==> src/rtl/rtc_pkg.sv <==
package rtc_pkg;

  localparam int unsigned FLD_N      = 7;
  localparam int unsigned FLD_STRIDE = 4;

  localparam int unsigned F_SEC  = 0;
  localparam int unsigned F_MIN  = 1;
  localparam int unsigned F_HR   = 2;
  localparam int unsigned F_DAY  = 3;
  localparam int unsigned F_MON  = 4;
  localparam int unsigned F_YR   = 5;
  localparam int unsigned F_WDAY = 6;

  localparam logic [7:0] ADDR_CTRL = 8'h40;
  localparam logic [7:0] ADDR_STAT = 8'h44;
  localparam logic [7:0] CTRL_MASK = 8'h8D;

  // index 6 (weekday) first
  localparam logic [FLD_N-1:0][7:0] FLD_MASK =
    {8'h07, 8'hFF, 8'h1F, 8'h3F, 8'h3F, 8'h7F, 8'h7F};
  localparam logic [FLD_N-1:0][7:0] FLD_RST =
    {8'h06, 8'h00, 8'h01, 8'h01, 8'h00, 8'h00, 8'h00};

  function automatic logic [7:0] bcd_inc(input logic [7:0] v);
    if (v[3:0] == 4'd9) return {v[7:4] + 4'd1, 4'd0};
    else                return {v[7:4], v[3:0] + 4'd1};
  endfunction

  // BCD year divisible by 4: even tens with ones 0/4/8, odd tens with ones 2/6
  function automatic logic leap_bcd(input logic [7:0] yr);
    if (!yr[4]) return (yr[3:0] == 4'd0) || (yr[3:0] == 4'd4) || (yr[3:0] == 4'd8);
    else        return (yr[3:0] == 4'd2) || (yr[3:0] == 4'd6);
  endfunction

  function automatic logic [7:0] last_day(input logic [7:0] mon, input logic [7:0] yr);
    case (mon)
      8'h02:                      return leap_bcd(yr) ? 8'h29 : 8'h28;
      8'h04, 8'h06, 8'h09, 8'h11: return 8'h30;
      default:                    return 8'h31;
    endcase
  endfunction

endpackage

==> src/rtl/rtc_prescaler.sv <==
module rtc_prescaler #(
  parameter int unsigned PRESCALE = 32768
) (
  input  logic clk,
  input  logic rst_n,
  input  logic tick_en,
  input  logic run,
  input  logic clear,
  output logic busy_o,
  output logic sec_pulse_o
);

  localparam int unsigned CNT_W = (PRESCALE > 2) ? $clog2(PRESCALE) : 1;
  localparam logic [CNT_W-1:0] CNT_MAX = CNT_W'(PRESCALE - 1);

  logic [CNT_W-1:0] cnt_q, cnt_d;
  logic             at_max;

  assign at_max      = (cnt_q == CNT_MAX);
  assign busy_o      = run && at_max;
  assign sec_pulse_o = run && tick_en && at_max && !clear;

  always_comb begin
    cnt_d = cnt_q;
    if (clear)                cnt_d = '0;
    else if (run && tick_en)  cnt_d = at_max ? '0 : cnt_q + 1'b1;
  end

  always_ff @(posedge clk or negedge rst_n) begin
    if (!rst_n) cnt_q <= '0;
    else        cnt_q <= cnt_d;
  end

  // after the carry the busy window is over (PRESCALE >= 2)
  p_busy_drops_r5: assert property (@(posedge clk) disable iff (!rst_n)
    sec_pulse_o |=> !busy_o);

  // a field write restarts the second
  p_clear_restarts_r4: assert property (@(posedge clk) disable iff (!rst_n)
    clear |=> (cnt_q == '0));

endmodule

==> src/rtl/rtc_calendar.sv <==
module rtc_calendar
  import rtc_pkg::*;
(
  input  logic                      clk,
  input  logic                      rst_n,
  input  logic                      sec_pulse,
  input  logic [FLD_N-1:0]          wr_en,
  input  logic [7:0]                wdata,
  output logic [FLD_N-1:0][7:0]     fld_o,
  output logic [3:0]                ev_o
);

  logic [FLD_N-1:0][7:0] fld_q, fld_d;
  logic [3:0]            ev;

  always_comb begin
    fld_d = fld_q;
    ev    = '0;
    if (sec_pulse) begin
      ev[0] = 1'b1;
      if (fld_q[F_SEC] == 8'h59) begin
        fld_d[F_SEC] = 8'h00;
        ev[1]        = 1'b1;
        if (fld_q[F_MIN] == 8'h59) begin
          fld_d[F_MIN] = 8'h00;
          ev[2]        = 1'b1;
          if (fld_q[F_HR] == 8'h23) begin
            fld_d[F_HR]   = 8'h00;
            ev[3]         = 1'b1;
            fld_d[F_WDAY] = (fld_q[F_WDAY] == 8'h06) ? 8'h00 : bcd_inc(fld_q[F_WDAY]);
            if (fld_q[F_DAY] == last_day(fld_q[F_MON], fld_q[F_YR])) begin
              fld_d[F_DAY] = 8'h01;
              if (fld_q[F_MON] == 8'h12) begin
                fld_d[F_MON] = 8'h01;
                fld_d[F_YR]  = (fld_q[F_YR] == 8'h99) ? 8'h00 : bcd_inc(fld_q[F_YR]);
              end else begin
                fld_d[F_MON] = bcd_inc(fld_q[F_MON]);
              end
            end else begin
              fld_d[F_DAY] = bcd_inc(fld_q[F_DAY]);
            end
          end else begin
            fld_d[F_HR] = bcd_inc(fld_q[F_HR]);
          end
        end else begin
          fld_d[F_MIN] = bcd_inc(fld_q[F_MIN]);
        end
      end else begin
        fld_d[F_SEC] = bcd_inc(fld_q[F_SEC]);
      end
    end
    for (int i = 0; i < FLD_N; i++) begin
      if (wr_en[i]) fld_d[i] = wdata & FLD_MASK[i];
    end
  end

  always_ff @(posedge clk or negedge rst_n) begin
    if (!rst_n) fld_q <= FLD_RST;
    else        fld_q <= fld_d;
  end

  assign fld_o = fld_q;
  assign ev_o  = ev;

  p_sec_wrap_r6: assert property (@(posedge clk) disable iff (!rst_n)
    (sec_pulse && fld_q[F_SEC] == 8'h59 && wr_en == '0) |=> (fld_q[F_SEC] == 8'h00));

  p_hr_wrap_r7: assert property (@(posedge clk) disable iff (!rst_n)
    (sec_pulse && fld_q[F_SEC] == 8'h59 && fld_q[F_MIN] == 8'h59 &&
     fld_q[F_HR] == 8'h23 && wr_en == '0) |=> (fld_q[F_HR] == 8'h00));

  p_wday_wrap_r10: assert property (@(posedge clk) disable iff (!rst_n)
    (ev_o[3] && fld_q[F_WDAY] == 8'h06 && wr_en == '0) |=> (fld_q[F_WDAY] == 8'h00));

  p_year_wrap_r9: assert property (@(posedge clk) disable iff (!rst_n)
    (ev_o[3] && fld_q[F_DAY] == 8'h31 && fld_q[F_MON] == 8'h12 &&
     fld_q[F_YR] == 8'h99 && wr_en == '0) |=> (fld_q[F_YR] == 8'h00 && fld_q[F_MON] == 8'h01));

endmodule

==> src/rtl/rtc_flags.sv <==
module rtc_flags (
  input  logic       clk,
  input  logic       rst_n,
  input  logic [3:0] ev_i,
  input  logic       alarm_i,
  input  logic [4:0] clr_mask,
  output logic [4:0] flags_o
);

  // flags_o maps to status bits 6:2 = {alarm, day, hour, minute, second}
  logic [4:0] flags_q, flags_d;

  always_comb begin
    flags_d = (flags_q & ~clr_mask) | {alarm_i, ev_i};
  end

  always_ff @(posedge clk or negedge rst_n) begin
    if (!rst_n) flags_q <= '0;
    else        flags_q <= flags_d;
  end

  assign flags_o = flags_q;

  p_w1c_r11: assert property (@(posedge clk) disable iff (!rst_n)
    (clr_mask[0] && !ev_i[0]) |=> !flags_q[0]);

  p_sticky_r11: assert property (@(posedge clk) disable iff (!rst_n)
    (clr_mask == 5'd0 && flags_q[1]) |=> flags_q[1]);

  p_alarm_set_r12: assert property (@(posedge clk) disable iff (!rst_n)
    alarm_i |=> flags_q[4]);

endmodule

==> src/rtl/bcd_rtc_core.sv <==
module bcd_rtc_core
  import rtc_pkg::*;
#(
  parameter int unsigned PRESCALE = 32768
) (
  input  logic       clk,
  input  logic       rst_n,
  input  logic       tick_en,
  input  logic       alarm_evt,
  input  logic [7:0] bus_addr,
  input  logic       bus_wr,
  input  logic [7:0] bus_wdata,
  output logic [7:0] bus_rdata
);

  logic [FLD_N-1:0]      time_wr;
  logic                  ctrl_wr, stat_wr;
  logic [7:0]            ctrl_q, ctrl_d;
  logic                  run;
  logic                  busy, sec_pulse;
  logic [FLD_N-1:0][7:0] fld;
  logic [3:0]            ev;
  logic [4:0]            flags;
  logic [4:0]            clr_mask;

  for (genvar gi = 0; gi < FLD_N; gi++) begin : g_dec
    assign time_wr[gi] = bus_wr && (bus_addr == 8'(gi * FLD_STRIDE));
  end

  assign ctrl_wr  = bus_wr && (bus_addr == ADDR_CTRL);
  assign stat_wr  = bus_wr && (bus_addr == ADDR_STAT);
  assign clr_mask = stat_wr ? bus_wdata[6:2] : 5'd0;
  assign run      = ctrl_q[0];

  always_comb begin
    ctrl_d = ctrl_q;
    if (ctrl_wr) ctrl_d = bus_wdata & CTRL_MASK;
  end

  always_ff @(posedge clk or negedge rst_n) begin
    if (!rst_n) ctrl_q <= '0;
    else        ctrl_q <= ctrl_d;
  end

  rtc_prescaler #(.PRESCALE(PRESCALE)) u_presc (
    .clk         (clk),
    .rst_n       (rst_n),
    .tick_en     (tick_en),
    .run         (run),
    .clear       (|time_wr),
    .busy_o      (busy),
    .sec_pulse_o (sec_pulse)
  );

  rtc_calendar u_cal (
    .clk       (clk),
    .rst_n     (rst_n),
    .sec_pulse (sec_pulse),
    .wr_en     (time_wr),
    .wdata     (bus_wdata),
    .fld_o     (fld),
    .ev_o      (ev)
  );

  rtc_flags u_flags (
    .clk      (clk),
    .rst_n    (rst_n),
    .ev_i     (ev),
    .alarm_i  (alarm_evt),
    .clr_mask (clr_mask),
    .flags_o  (flags)
  );

  always_comb begin
    bus_rdata = 8'h00;
    for (int i = 0; i < FLD_N; i++) begin
      if (bus_addr == 8'(i * FLD_STRIDE)) bus_rdata = fld[i];
    end
    if (bus_addr == ADDR_CTRL) bus_rdata = ctrl_q;
    if (bus_addr == ADDR_STAT) bus_rdata = {1'b0, flags, run, busy};
  end

  // stopped counter keeps seconds unless software writes
  p_stop_holds_r3: assert property (@(posedge clk) disable iff (!rst_n)
    (!run && time_wr == '0) |=> $stable(fld[F_SEC]));

  // seconds move only out of a busy cycle or by a write
  p_sec_after_busy_r5: assert property (@(posedge clk) disable iff (!rst_n)
    !$stable(fld[F_SEC]) |-> $past(busy || time_wr[F_SEC]));

endmodule

==> config.mk <==
export PLATFORM = sky130hd
export DESIGN_NAME = bcd_rtc_core
export DESIGN_NICKNAME = d
export VERILOG_FILES = /design/src/rtl/rtc_pkg.sv /design/src/rtl/rtc_prescaler.sv /design/src/rtl/rtc_calendar.sv /design/src/rtl/rtc_flags.sv /design/src/rtl/bcd_rtc_core.sv
export SDC_FILE = /design/constraint.sdc
export NUM_CORES = 1
export LEC_CHECK = 0
export ABC_CLOCK_PERIOD_IN_PS = 9300
export CORE_MARGIN = 8
export CORE_UTILIZATION = 66
export CTS_CLUSTER_DIAMETER = 50
export DETAILED_ROUTE_END_ITERATION = 8
export PLACE_DENSITY_LB_ADDON = 0.3
export SYNTH_ARGS = -nofsm -noshare
export SYNTH_HDL_FRONTEND = slang
export SYNTH_SLANG_ARGS = --single-unit
==> constraint.sdc <==
create_clock -name clk -period 9.3 [get_ports clk]
set_input_delay 2.325 -clock clk [delete_from_list [all_inputs] [get_ports clk]]
set_output_delay 2.325 -clock clk [all_outputs]
set_load 0.005 [all_outputs]
After elaboration in Yosys (flattened, before gate mapping)
Cells that the tools add are included.
- flip-flop bits (word level): 80
- output and inout bits: 8
- bits of input ports: 21
- equality and inequality tests: 32
- bitwise operators: 3
- $add $sub $neg: 15
- mux-type cells: 56
- reductions and logical operators: 67
- operator list (kind ; number):
    two-way mux 8 bit ; 35
    adder 4 x 1 -> 4 bit (second input constant) ; 14
    two-way mux 56 bit ; 1
    nonzero test 2 bit ; 26
    two-way mux 48 bit ; 1
    two-way mux 15 bit ; 3
    == test 8 x 5 -> 1 bit (second input constant) ; 5
    two-way mux 40 bit ; 1
    == test 4 bit (second input constant) ; 8
    == test 8 x 3 -> 1 bit (second input constant) ; 4
    == test 8 x 7 -> 1 bit (second input constant) ; 4
    two-way mux 32 bit ; 1
    == test 8 x 4 -> 1 bit (second input constant) ; 3
    nonzero test 3 bit ; 7
    two-way mux 16 bit ; 1
    one-hot mux 8 bit (2 select lines) ; 1
    adder 15 x 1 -> 15 bit (second input constant) ; 1
    == test 15 bit (second input constant) ; 1
    AND reduction 5 bit ; 3
    logical AND 1 bit ; 13
    AND reduction 4 bit ; 3
    AND reduction 6 bit ; 2
    == test 4 x 3 -> 1 bit (second input constant) ; 2
    == test 8 x 2 -> 1 bit (second input constant) ; 1
    other kinds (21) ; 32

Longest topological paths before layout
Gate-level depths: netlist of the first run.
- depth after elaboration: 22
- depth in mapped cells: 12
- depth with buffers taken out: 8

Cells and area by module
From an unflattened synthesis of the first run, not the netlist that was laid out.
- cell total of the unflattened synthesis: 704
- area total of the unflattened synthesis: 6072.1 sq um
- by module, submodules not included (module ; times used ; cells each ; seq. area each (sq um) ; area an instance (sq um)):
    rtc_calendar ; 1 ; 433 ; 1406.3 ; 3734.8
    bcd_rtc_core ; 1 ; 161 ; 100.1 ; 1260.0
    rtc_prescaler ; 1 ; 95 ; 375.4 ; 895.9
    rtc_flags ; 1 ; 15 ; 125.1 ; 181.4

Worst setup path after synthesis of the first run
No wires, ideal clock.
- path kind: input-to-output
- start point: input bus_addr[2]
- end point: output bus_rdata[2]
- cell stages on the path: 8
- slack: 3043 ps
- data arrival time: 3932 ps
- data required time: 6975 ps
- path through: clkbuf_1 nor4b_2 and2_0 clkbuf_1 a222oi_1 nand2_1 nor2_1 a21oi_1
- cells in the longest elaborated chain, start to end: 10
- elaborated cells on any way between the ends: 18
- classes of those cells: 8 x eq/ne; 9 x mux; 1 x reduce/logical
- ends and longest elaborated chain (item ; RTL line ; RTL):
    from (decl) ; bcd_rtc_core.sv:10 ; input logic [7:0] bus_addr,
    zero test 8 bit ; bcd_rtc_core.sv:77 ; if (bus_addr == 8'(i * FLD_STRIDE)) bus_rdata = fld[i];
    two-way mux 8 bit (7 in a row) ; bcd_rtc_core.sv:77 ;
    two-way mux 8 bit ; bcd_rtc_core.sv:79 ; if (bus_addr == ADDR_CTRL) bus_rdata = ctrl_q;
    two-way mux 8 bit * ; bcd_rtc_core.sv:80 ; if (bus_addr == ADDR_STAT) bus_rdata = {1'b0, flags, run, busy};
    to (decl) ; bcd_rtc_core.sv:13 ; output logic [7:0] bus_rdata
Mark *: on every way between the ends. The rest lies on a longest branch, timed or not.

Final worst setup path of the first run
Same ends and word-level chain as after synthesis.

==> parameters.txt, run 1 <==
Parameter                              Value

Timing
  Transition time of the tightest slew-check pin ... ~1.1 ns
  Aggregate negative setup slack ... 0 ns
  Peak clock frequency supported by timing ... 0.1267 GHz
  Crit share post-route ... 84.86%
  Max-slew headroom ... around a quarter
  Time the final worst path needs with I/O delays and setup ... roughly 8 ns
  Setup repair after global routing missed its margin ... no
  Number of endpoints failing setup at the final stage ... 0
  Setup skew after layout ... approximately 0.010 ns
  Hold Violations, Final ... 0
  Slew Viols, Final ... 0

CTS
  Hold bufs inserted after CTS ... 0
  Clock buffer depth ... 2
  Root buffer cell ... clkbuf_8
  CTS tree ... done
  Post-CTS clock slew at the launch and capture registers of the worst setup and hold paths ... 0.09 ns
  Number of buffers added for setup after CTS ... 0
  Number of H-tree levels ... 3
  Clock latency on the worst-skew pair ... 0.36 ns
  Inserted Clock Buffers ... 9
  Clk sinks ... 80
  Resize count post-CTS ... 0

Route
  Routed vias ... 5631
  Post-detailed-route wirelength per cell ... 21.87 um
  # DRC ... 0
  Post-detailed-route count of antenna-violating nets ... 0
  Initial DRC count ... 498
  Avg Vias per Cell ... 7.155
  Total detailed-routing wirelength ... 17210 um
  Total iterations of the first detailed-routing run ... 6

Floorplanning
  Die width ... 107.9 um
  Io pins ... 29
  Overall die height ... 107.9 um
  Initial cell density of the core ... approximately two thirds
  Full die area ... 0.01164 mm^2
  Num rows ... 33
  Core region area ... 0.008217 mm^2

Power
  Total power density per cell area ... 123.6 mW/mm^2
  Worst ir drop on vdd ... roughly 0.08 mV
  Cell leakage power ... 2.449 nW

Global routing
  Via count of the first global-routing pass ... 5353
  Overall global routing resource usage ... 30.60%
  Wire length of the first global-routing pass ... roughly 28000 um
  Antenna violations before repair ... 0
  Total overflow reported by the global router ... 0
  Largest net degree at the start of global routing ... 81

Status
  Run status ... finished, final reports clean

Final layout
  Area Overhead vs Synth ... 8.713%
  Core Util, Final ... 73.72%
  Final instance count without filler cells ... about 800
  Final design instance area without fill ... between 0.006 and 0.007 mm^2
  Antenna Cells ... 0
  Number of nets in the final layout ... about 720
  Layout cell share with drive strength beyond 1 ... under 10%
  Number of inserted filler cells in the final layout ... 630

Logic synthesis
  Synthesized instance count ... 673
  Synth Register Bits ... 80
  Avg Inst Size Synth ... 8.279 um^2
  Sequential fraction of the synthesis area ... 36.02%
  Prevailing post-synth register cell ... dfrtp_1
  Cell area after synthesis ... 0.005572 mm^2
  Cell variety after synth ... 76
  Number of enable flip-flop cells after synthesis ... 0
  Async set or reset register ratio after synthesis ... 100.0%
  Ys Warns ... 0
  Post-Syn Nets ... 713

Place
  Placement Cell Area ... between 0.005 and 0.006 mm^2
  Number of buffers added on ports ... 28
  Number of instances in the placed design ... 771
  Final weighted congestion in routability-driven placement ... 0.9336
  Post-DP HPWL ... 12470 um

Critical path
  Sort of element at the end of the critical path ... output pin
  Required time reported for the critical path endpoint ... 6.98 ns
  Element type at the critical path start ... input pin
  Critical Setup Path Class ... input pin to output pin
  Critical path peak fanout ... 20
  WP data arrival ... 5.57 ns

Flow run
  Max-cap violation count ... 0

Hold path
  Type of the worst min-delay path ... flop to flop
==> logic make-up (layout without fill, tap and decap cells) <==
logic type      after synthesis  after routing  synth area share, %
compound gates              172            172                20.62
xor+xnor                     14             14                2.201
fa+ha+maj                    19             19                4.267
buf+inv                      62             71                4.402
flops                        80             80                36.02
mux                          11             11                2.291
simple gates                315            315                30.20
==> sequential cells by signal, summed over array words and instances, names as in the netlist <==
signal / flops
u_cal.fld_o: 56
u_presc.cnt_q: 15
u_flags.flags_o: 5
ctrl_q: 4
==> cells in the mapped netlist (5+ instances only) <==
cell,n,share of area [%]
a211oi_1,6,0.81
a21o_1,5,0.67
a21oi_1,40,3.6
a221oi_1,5,0.79
a222oi_1,5,0.90
a22oi_1,11,1.5
a31oi_1,12,1.3
and2_1,5,0.56
and3_1,6,0.67
and4_1,6,0.94
buf_2,6,0.54
clkbuf_1,28,1.9
dfrtp_1,76,34
ha_1,19,4.3
inv_1,24,1.6
mux2i_1,6,1.1
nand2_1,72,4.9
nand2b_1,6,0.67
nand3_1,52,4.7
nand4_1,22,2.5
nor2_1,58,3.9
nor2b_1,12,1.3
nor3_1,18,1.6
nor4_1,8,0.90
o211ai_1,9,1.2
o21ai_0,26,2.3
o21ai_1,11,0.99
o31ai_1,7,0.94
or3_1,7,0.79
or4_1,12,1.6
xor2_1,11,1.7
==> per-stage QoR <==
stage	power (mW)	hold slack, ns	worst slack (ns)
2_1_floorplan	0.4434	0.4387	3.043
3_3_place_gp	0.4811	0.4638	1.591
3_5_place_dp	0.4853	0.4675	1.504
4_1_cts	0.7437	0.4864	1.501
5_1_grt	0.7747	0.5000	1.131
6_report	0.7486	0.4876	1.408
==> final cells by class <==
cell class	instances	area, um^2	share of cell area, %
inverter	24	90.09	1.487
timing repair buffer	31	300.3	4.958
tap	105	131.4	2.169
clock buffer	10	127.6	2.107
sequential	80	2007	33.13
clock inverter	6	68.82	1.136
multi-input combinational	531	3332	55.01
==> report_power, final <==
group / total, mW / internal (mW) / switching (mW)
sequential: 0.393 / 0.364 / 0.0284
combinational: 0.0888 / 0.0373 / 0.0515
clock: 0.267 / 0.126 / 0.141
==> path summary, 6_finish.rpt <==
kind                       cells past startpoint          startpoint  slack (ns)                  to
max reg2reg                                    8     u_cal.fld_o[20]        5.94     u_cal.fld_o[34]
max in group asynchronous                      1               rst_n        6.48     u_cal.fld_o[13]
min reg2reg                                    1  u_flags.flags_o[1]        0.49  u_flags.flags_o[1]
min                                            1  u_flags.flags_o[1]        0.49  u_flags.flags_o[1]
min in group asynchronous                      1               rst_n        2.12     u_cal.fld_o[33]
max                                            8         bus_addr[2]        1.41        bus_rdata[2]
==> worst max-delay path: stages <==
cell	delay, ns
clkdlybuf4s50_1	0.79
nor4_1	1.08
and2_1	0.41
a222oi_1	0.12
nand2_1	0.10
nor2_1	0.04
a21oi_1	0.18
clkdlybuf4s50_1	0.53
==> routing by layer <==
layer	up-vias	share of wire, %	track usage, %
met5	-	0	0
met4	0	3.0	11.40
met3	42	10	6.287
met2	350	49	50.39
met1	2704	38	38.63
li1	2535	-	-
==> layout by cell type (no fill, tap or decap), drive strengths merged, types with 6 or more instances in the layout <==
| cell type | count |
|---|---|
| dfrtp | 76 |
| nand2 | 72 |
| nor2 | 58 |
| nand3 | 52 |
| a21oi | 41 |
| o21ai | 37 |
| clkdlybuf4s50 | 27 |
| inv | 25 |
| nand4 | 22 |
| ha | 19 |
| nor3 | 19 |
| nor2b | 12 |
| or4 | 12 |
| a31oi | 12 |
| a22oi | 11 |
| xor2 | 11 |
| clkbuf | 10 |
| nor4 | 10 |
| o211ai | 9 |
| o31ai | 7 |
| or3 | 7 |
| and3 | 6 |
| and4 | 6 |
| a211oi | 6 |
| mux2i | 6 |
| nand2b | 6 |
| and2 | 6 |
| nor4b | 6 |
Power figures use the tool's default switching activity.
==> run 2: changes to the inputs <==
- ABC_CLOCK_PERIOD_IN_PS: 9300 -> 7510
- CORE_UTILIZATION: 66 -> 61
- clock period: 9.3 -> 7.51 ns (I/O delays scaled with it)
==> run 2 against run 1 <==
- via count down 0.71%
- largest power group unchanged
- critical endpoint is now bus_rdata[3]
- critical path type unchanged
- sequential power up 24%
- final cell count up 1.1%
==> parameters.txt, run 2 (synthesis gave the netlist of run 1 again) <==
Parameter                              Value

Floorplanning
  Io pins ... 29 (unchanged)
  Initial cell density of the core ... 61.46% (-6.3 points)
  Overall die height ... 111.6 um (+3.4%)
  Core region area ... 0.009065 mm^2 (+10%)
  Full die area ... 0.01245 mm^2 (+7.0%)
  Die width ... 111.6 um (+3.4%)
  Num rows ... 35 (+6.1%)

Critical path
  Crit-path slowest cell ... nor4bb_1
  Worst path max stage delay ... 0.78 ns (-0.30 ns)
  WP data arrival ... 4.63 ns (-0.94 ns)
  WP buf/inv ... 3 (+1)
  CP Cell Sequence ... clkdlybuf4s50_1 -> buf_4 -> nor4bb_1 -> and2_1 -> a222oi_1 -> nand2_1 -> nor2_1 -> a21oi_1 -> clkdlybuf4s50_1
  Critical Setup Path Class ... input pin to output pin
  Sort of element at the end of the critical path ... output pin
  Cell type group with the largest total delay on the critical path ... simple AND/OR/NAND/NOR gates
  Critical path peak fanout ... 20 (unchanged)
  Worst path most repeated cell ... clkdlybuf4s50_1
  Required time reported for the critical path endpoint ... 5.63 ns (-1.35 ns)
  Element type at the critical path start ... input pin

Timing
  Slew Viols, Final ... 0 (unchanged)
  Time the final worst path needs with I/O delays and setup ... 6.505 ns
  Setup skew after layout ... 0.009877 ns (-0.00009742 ns)
  Aggregate negative setup slack ... 0 ns (unchanged)
  Transition time of the tightest slew-check pin ... 1.052 ns (-0.06501 ns)
  Max-slew headroom ... 29.85% (+5.0 points)
  Hold Violations, Final ... 0 (unchanged)
  Setup repair after global routing missed its margin ... no
  Hold slack final ... 0.4781 ns (-0.009553 ns)
  Number of endpoints failing setup at the final stage ... 0 (unchanged)
  Peak clock frequency supported by timing ... 0.1537 GHz
  Crit share post-route ... 86.61%

Place
  Post-DP HPWL ... 12360 um (-0.88%)
  Number of buffers added on ports ... 28 (unchanged)
  Final weighted congestion in routability-driven placement ... 0.9068 (-2.9%)

Status
  Run status ... finished, final reports clean

Final layout
  Most frequent cells in the layout ... dfrtp_1 (76), nand2_1 (72), nor2_1 (58), nand3_1 (52), a21oi_1 (40)
  Layout cell share with drive strength beyond 1 ... 6.131% (+0.41 points)
  Area Overhead vs Synth ... 8.915%
  Reg area ... 0.002007 mm^2 (unchanged)
  Number of inserted filler cells in the final layout ... 793 (+26%)
  Area used by multi-input combinational logic ... 0.003326 mm^2 (-0.19%)
  Number of nets in the final layout ... 720 (+0.42%)
  Antenna Cells ... 0 (unchanged)
  Max FFs per register ... 56 (unchanged)
  Most common cell after layout, fill and taps aside ... dfrtp_1

Power
  Sequential power share ... 53.7% (+1.2 points)
  P_int ... 0.6235 mW (+18%)
  Total power density per cell area ... 149.8 mW/mm^2 (+21%)
  Cell leakage power ... 2.451 nW (about the same)
  Power spent charging and discharging nets ... 0.2855 mW (+29%)
  Worst ir drop on vdd ... 0.09768 mV (+23%)
  Switching Share ... 31.41% (+1.9 points)
  Proportion of power drawn by combinational gates ... 11.9% (about the same)
  Relative contribution of the clock network to total power ... 34.3% (-1.4 points)

Route
  Total iterations of the first detailed-routing run ... 7 (+1)
  # DRC ... 0 (unchanged)
  Routed vias ... 5591 (-0.71%)
  Post-detailed-route wirelength per cell ... 21.62 um (-1.1%)
  Initial DRC count ... 639 (+28%)
  Post-detailed-route count of antenna-violating nets ... 0 (unchanged)
  Avg Vias per Cell ... 7.024 (-1.8%)
  Total detailed-routing wirelength ... 17210 um (unchanged)

CTS
  Number of H-tree levels ... 3 (unchanged)
  Clock buffer depth ... 2 (unchanged)
  CTS tree ... done
  Resize count post-CTS ... 0 (unchanged)
  Clock latency on the worst-skew pair ... 0.37 ns (about the same)
  Inserted Clock Buffers ... 9 (unchanged)
  Root buffer cell ... clkbuf_8
  Hold bufs inserted after CTS ... 0 (unchanged)
  Number of buffers added for setup after CTS ... 0 (unchanged)
  Post-CTS clock slew at the launch and capture registers of the worst setup and hold paths ... 0.09 ns (about the same)
  Clk sinks ... 80 (unchanged)

Hold path
  Type of the worst min-delay path ... flop to flop

Global routing
  Via count of the first global-routing pass ... 5338 (-0.28%)
  Overall global routing resource usage ... 27.81% (-2.8 points)
  Antenna violations before repair ... 0 (unchanged)
  Largest net degree at the start of global routing ... 81 (unchanged)
  Total overflow reported by the global router ... 0 (unchanged)
  Wire length of the first global-routing pass ... 27900 um (-0.52%)

Flow run
  Max-cap violation count ... 0 (unchanged)
## run 2: cell count changes in the layout (fill, tap and decap cells not counted)
cell        delta
nor4b_2        -1
inv_8          +1
inv_6          +2
nor4b_1        +1
clkinv_4       -2
clkinvlp_4     +2
clkbuf_1       -1
bufinv_16      -1
buf_4          +3
clkinv_2       -1
## run 2: final timing paths
check	startpoint	end	slack, ns	depth (start not counted)
worst max-delay path	bus_addr[2]	bus_rdata[3]	1.01	9
worst min-delay path	u_flags.flags_o[2]	u_flags.flags_o[2]	0.48	2
worst max register to register	u_cal.fld_o[20]	u_cal.fld_o[34]	4.13	8
worst min register to register	u_flags.flags_o[2]	u_flags.flags_o[2]	0.48	2
max in group asynchronous	rst_n	u_presc.cnt_q[0]	5.15	1
min in group asynchronous	rst_n	u_cal.fld_o[34]	1.68	1
## run 2: worst reg2reg max path, delay by kind of cell, from the launching register on
kind                       cells  cell delay (ns)
buffers and inverters          1             0.11
and+or+nand+nor                5             2.37
DFF                            1             0.48
AOI/OAI and AO/OA              1             0.20
adders and majority gates      1             0.13
## run 2: metrics by stage
stage | setup slack (ns) | util [%] | instance area [um^2] | total power [mW] | std cells
after global placement | 1.050 | 64.91 | 5884 | 0.5965 | 780
after floorplan | 2.148 | - | 5572 | 0.5490 | 673
after global routing | 0.8771 | 66.94 | 6068 | 0.9389 | 796
after CTS | 1.059 | 66.94 | 6068 | 0.9067 | 796
after detailed placement | 1.061 | 64.91 | 5884 | 0.6012 | 780
final | 1.005 | 66.94 | 6068 | 0.9090 | 796
## run 2: layout make-up
type / count / share of cell area, %
flip-flops and latches: 80 / 33.07
multi-input cells: 531 / 54.80
inverters: 24 / 1.485
well taps: 111 / 2.289
repair buffers: 34 / 5.320
clock inverters: 7 / 0.9897
clock buffers: 9 / 2.041
## run 2: per-layer routing
layer  up-vias  part of all wire, %  routed length (um)  GRT usage, %
li1       2540                    -                   -             -
met3        37                  8.2                1419         4.600
met1      2741                   42                7169         35.82
met4         0                  3.0                 509         11.39
met2       273                   47                8113         45.45
met5         -                    0                   0             0
## run 2: power groups by stage
stage / clock, mW / sequential [mW] / combinational, mW
after floorplan: 0 / 0.478 / 0.0708
after global placement: 0 / 0.493 / 0.103
after detailed placement: 0 / 0.494 / 0.107
after CTS: 0.313 / 0.486 / 0.108
after global routing: 0.327 / 0.490 / 0.122
final: 0.312 / 0.488 / 0.109
==> run 3: changes to the inputs <==
- PLACE_DENSITY: default -> 0.88
- PLACE_DENSITY_LB_ADDON: 0.3 -> default
==> run 3 against run 2 <==
- sequential share of layout area is 0.082 points lower
- core utilization is 0.17 points higher
- clock power is 11% higher
- first-iteration DRC count is 5.3% lower
- global-route usage is 0.10 points lower
- final cell count is 0.13% lower
- die area stayed put
- clock skew is 0.0053 ns higher
- flip-flop and latch count stayed put
- highest routed layer unchanged
==> parameters.txt, run 3 (synthesis gave the netlist of run 1 again) <==
Parameter                              Value

Status
  Run status ... finished, final reports clean

CTS
  Resize count post-CTS ... 0 (unchanged)
  Clock latency on the worst-skew pair ... 0.37 ns (about the same)
  Hold bufs inserted after CTS ... 0 (unchanged)
  CTS tree ... done
  Root buffer cell ... clkbuf_8
  Post-CTS clock slew at the launch and capture registers of the worst setup and hold paths ... 0.09 ns (about the same)
  Number of buffers added for setup after CTS ... 0 (unchanged)
  Clk sinks ... 80 (unchanged)
  Inserted Clock Buffers ... 9 (unchanged)
  Number of H-tree levels ... 3 (unchanged)
  Clock buffer depth ... 2 (unchanged)

Final layout
  Antenna Cells ... 0 (unchanged)
  Layout cell share with drive strength beyond 1 ... 5.994% (-0.14 points)
  Most frequent cells in the layout ... dfrtp_1 (76), nand2_1 (72), nor2_1 (58), nand3_1 (52), a21oi_1 (40)
  Area used by multi-input combinational logic ... 0.003326 mm^2 (unchanged)
  Max FFs per register ... 56 (unchanged)
  Number of nets in the final layout ... 719 (-0.14%)
  Core Util, Final ... 67.11% (+0.17 points)
  Number of inserted filler cells in the final layout ... 734 (-7.4%)
  Reg area ... 0.002007 mm^2 (unchanged)
  Most common cell after layout, fill and taps aside ... dfrtp_1
  Area Overhead vs Synth ... 9.185%

Timing
  Time the final worst path needs with I/O delays and setup ... 6.498 ns (-0.006750 ns)
  Setup skew after layout ... 0.01516 ns (+0.005279 ns)
  Setup repair after global routing missed its margin ... no
  Aggregate negative setup slack ... 0 ns (unchanged)
  Peak clock frequency supported by timing ... 0.1539 GHz (+0.10%)
  Hold slack final ... 0.4979 ns (+0.01982 ns)
  Slew Viols, Final ... 0 (unchanged)
  Crit share post-route ... 86.52% (-0.090 points)
  Number of endpoints failing setup at the final stage ... 0 (unchanged)
  Transition time of the tightest slew-check pin ... 1.039 ns (-0.01346 ns)
  Hold Violations, Final ... 0 (unchanged)
  Max-slew headroom ... 30.74% (+0.90 points)

Critical path
  Worst path max stage delay ... 0.73 ns (-0.05 ns)
  Element type at the critical path start ... input pin
  Required time reported for the critical path endpoint ... 5.63 ns (about the same)
  Sort of element at the end of the critical path ... output pin
  CP Cell Sequence ... clkdlybuf4s50_1 -> nor4b_2 -> and2_0 -> a222oi_1 -> nand2_1 -> nor2_1 -> a21oi_1 -> clkdlybuf4s50_1
  Critical path peak fanout ... 9 (-55%)
  Crit-path slowest cell ... nor4b_2
  WP data arrival ... 4.62 ns (about the same)
  Critical Setup Path Class ... input pin to output pin
  Worst path most repeated cell ... clkdlybuf4s50_1

Place
  Number of buffers added on ports ... 28 (unchanged)
  Final weighted congestion in routability-driven placement ... 0.9914 (+9.3%)
  Post-DP HPWL ... 12310 um (-0.40%)

Power
  Worst ir drop on vdd ... 0.1277 mV (+31%)
  Proportion of power drawn by combinational gates ... 11.6% (-0.3 points)
  Sequential power share ... 51.7% (-2.0 points)
  Total power density per cell area ... 155.0 mW/mm^2 (+3.5%)
  Relative contribution of the clock network to total power ... 36.7% (+2.4 points)
  Switching Share ... 30.31% (-1.1 points)
  Power spent charging and discharging nets ... 0.2858 mW (about the same)
  P_int ... 0.6572 mW (+5.4%)
  Cell leakage power ... 2.459 nW (+0.35%)

Global routing
  Total overflow reported by the global router ... 0 (unchanged)
  Via count of the first global-routing pass ... 5383 (+0.84%)
  Wire length of the first global-routing pass ... 27700 um (-0.69%)
  Antenna violations before repair ... 0 (unchanged)
  Routing usage on met2 ... 45.98% (+0.53 points)
  Most Used Layer, Global Route ... met2
  Overall global routing resource usage ... 27.71% (-0.10 points)
  GRT met3 Usage ... 5.898% (+1.3 points)
  Met1 Use GR ... 33.76% (-2.1 points)
  Largest net degree at the start of global routing ... 81 (unchanged)

Floorplanning
  Die width ... 111.6 um (unchanged)
  Core region area ... 0.009065 mm^2 (unchanged)
  Io pins ... 29 (unchanged)
  Full die area ... 0.01245 mm^2 (unchanged)
  Initial cell density of the core ... 61.46% (unchanged)
  Overall die height ... 111.6 um (unchanged)
  Num rows ... 35 (unchanged)

Route
  Total detailed-routing wirelength ... 17100 um (-0.67%)
  Initial DRC count ... 605 (-5.3%)
  # DRC ... 0 (unchanged)
  Avg Vias per Cell ... 7.089 (+0.93%)
  Post-detailed-route count of antenna-violating nets ... 0 (unchanged)
  Total iterations of the first detailed-routing run ... 6 (-1)
  Routed vias ... 5636 (+0.80%)
  Post-detailed-route wirelength per cell ... 21.50 um (-0.55%)

Hold path
  Type of the worst min-delay path ... flop to flop

Flow run
  Max-cap violation count ... 0 (unchanged)
## run 3: metrics by stage
step	instances	cell area [um^2]	power, mW	worst slack (ns)
floorplan	673	5572	0.5490	2.148
global placement	779	5877	0.5946	1.108
detailed placement	779	5877	0.6014	1.051
CTS	795	6083	0.9392	1.036
global route	795	6083	0.9741	0.8197
finish	795	6083	0.9429	1.012
## run 3: power groups by stage
stage / Combinational [mW] / Clock, mW / Sequential, mW
after global routing: 0.121 / 0.363 / 0.490
after global placement: 0.102 / 0 / 0.492
after floorplan: 0.0708 / 0 / 0.478
after CTS: 0.108 / 0.346 / 0.486
final: 0.109 / 0.346 / 0.488
after detailed placement: 0.108 / 0 / 0.494
## run 3: routing by layer
metal | routed length (um) | vias to the layer above
li1 | - | 2530
met1 | 6535 | 2710
met2 | 8148 | 330
met3 | 1757 | 66
met4 | 655 | 0
met5 | 0 | -
## run 3: critical path, delay by kind of cell
kind | cells | cell delay, ns
buffers and inverters | 2 | 1.06
AND/OR/NAND/NOR | 4 | 1.30
AO/OA/AOI/OAI | 2 | 0.36
## run 3: layout make-up
type,instances,area share [%]
multi-input cells,531,54.67
flip-flops and latches,80,32.99
repair buffers,33,5.183
well taps,111,2.283
clock buffers,9,2.036
inverters,24,1.481
clock inverters,7,1.357
## run 3: worst paths after layout
kind | end | start | slack (ns) | cells after the start
min in group asynchronous | u_cal.fld_o[29] | rst_n | 1.66 | 1
worst min-delay path | u_flags.flags_o[1] | u_flags.flags_o[1] | 0.50 | 1
max in group asynchronous | u_cal.fld_o[12] | rst_n | 5.14 | 1
worst min register to register | u_flags.flags_o[1] | u_flags.flags_o[1] | 0.50 | 1
worst max register to register | u_cal.fld_o[34] | u_cal.fld_o[20] | 4.10 | 8
worst max-delay path | bus_rdata[3] | bus_addr[6] | 1.01 | 8
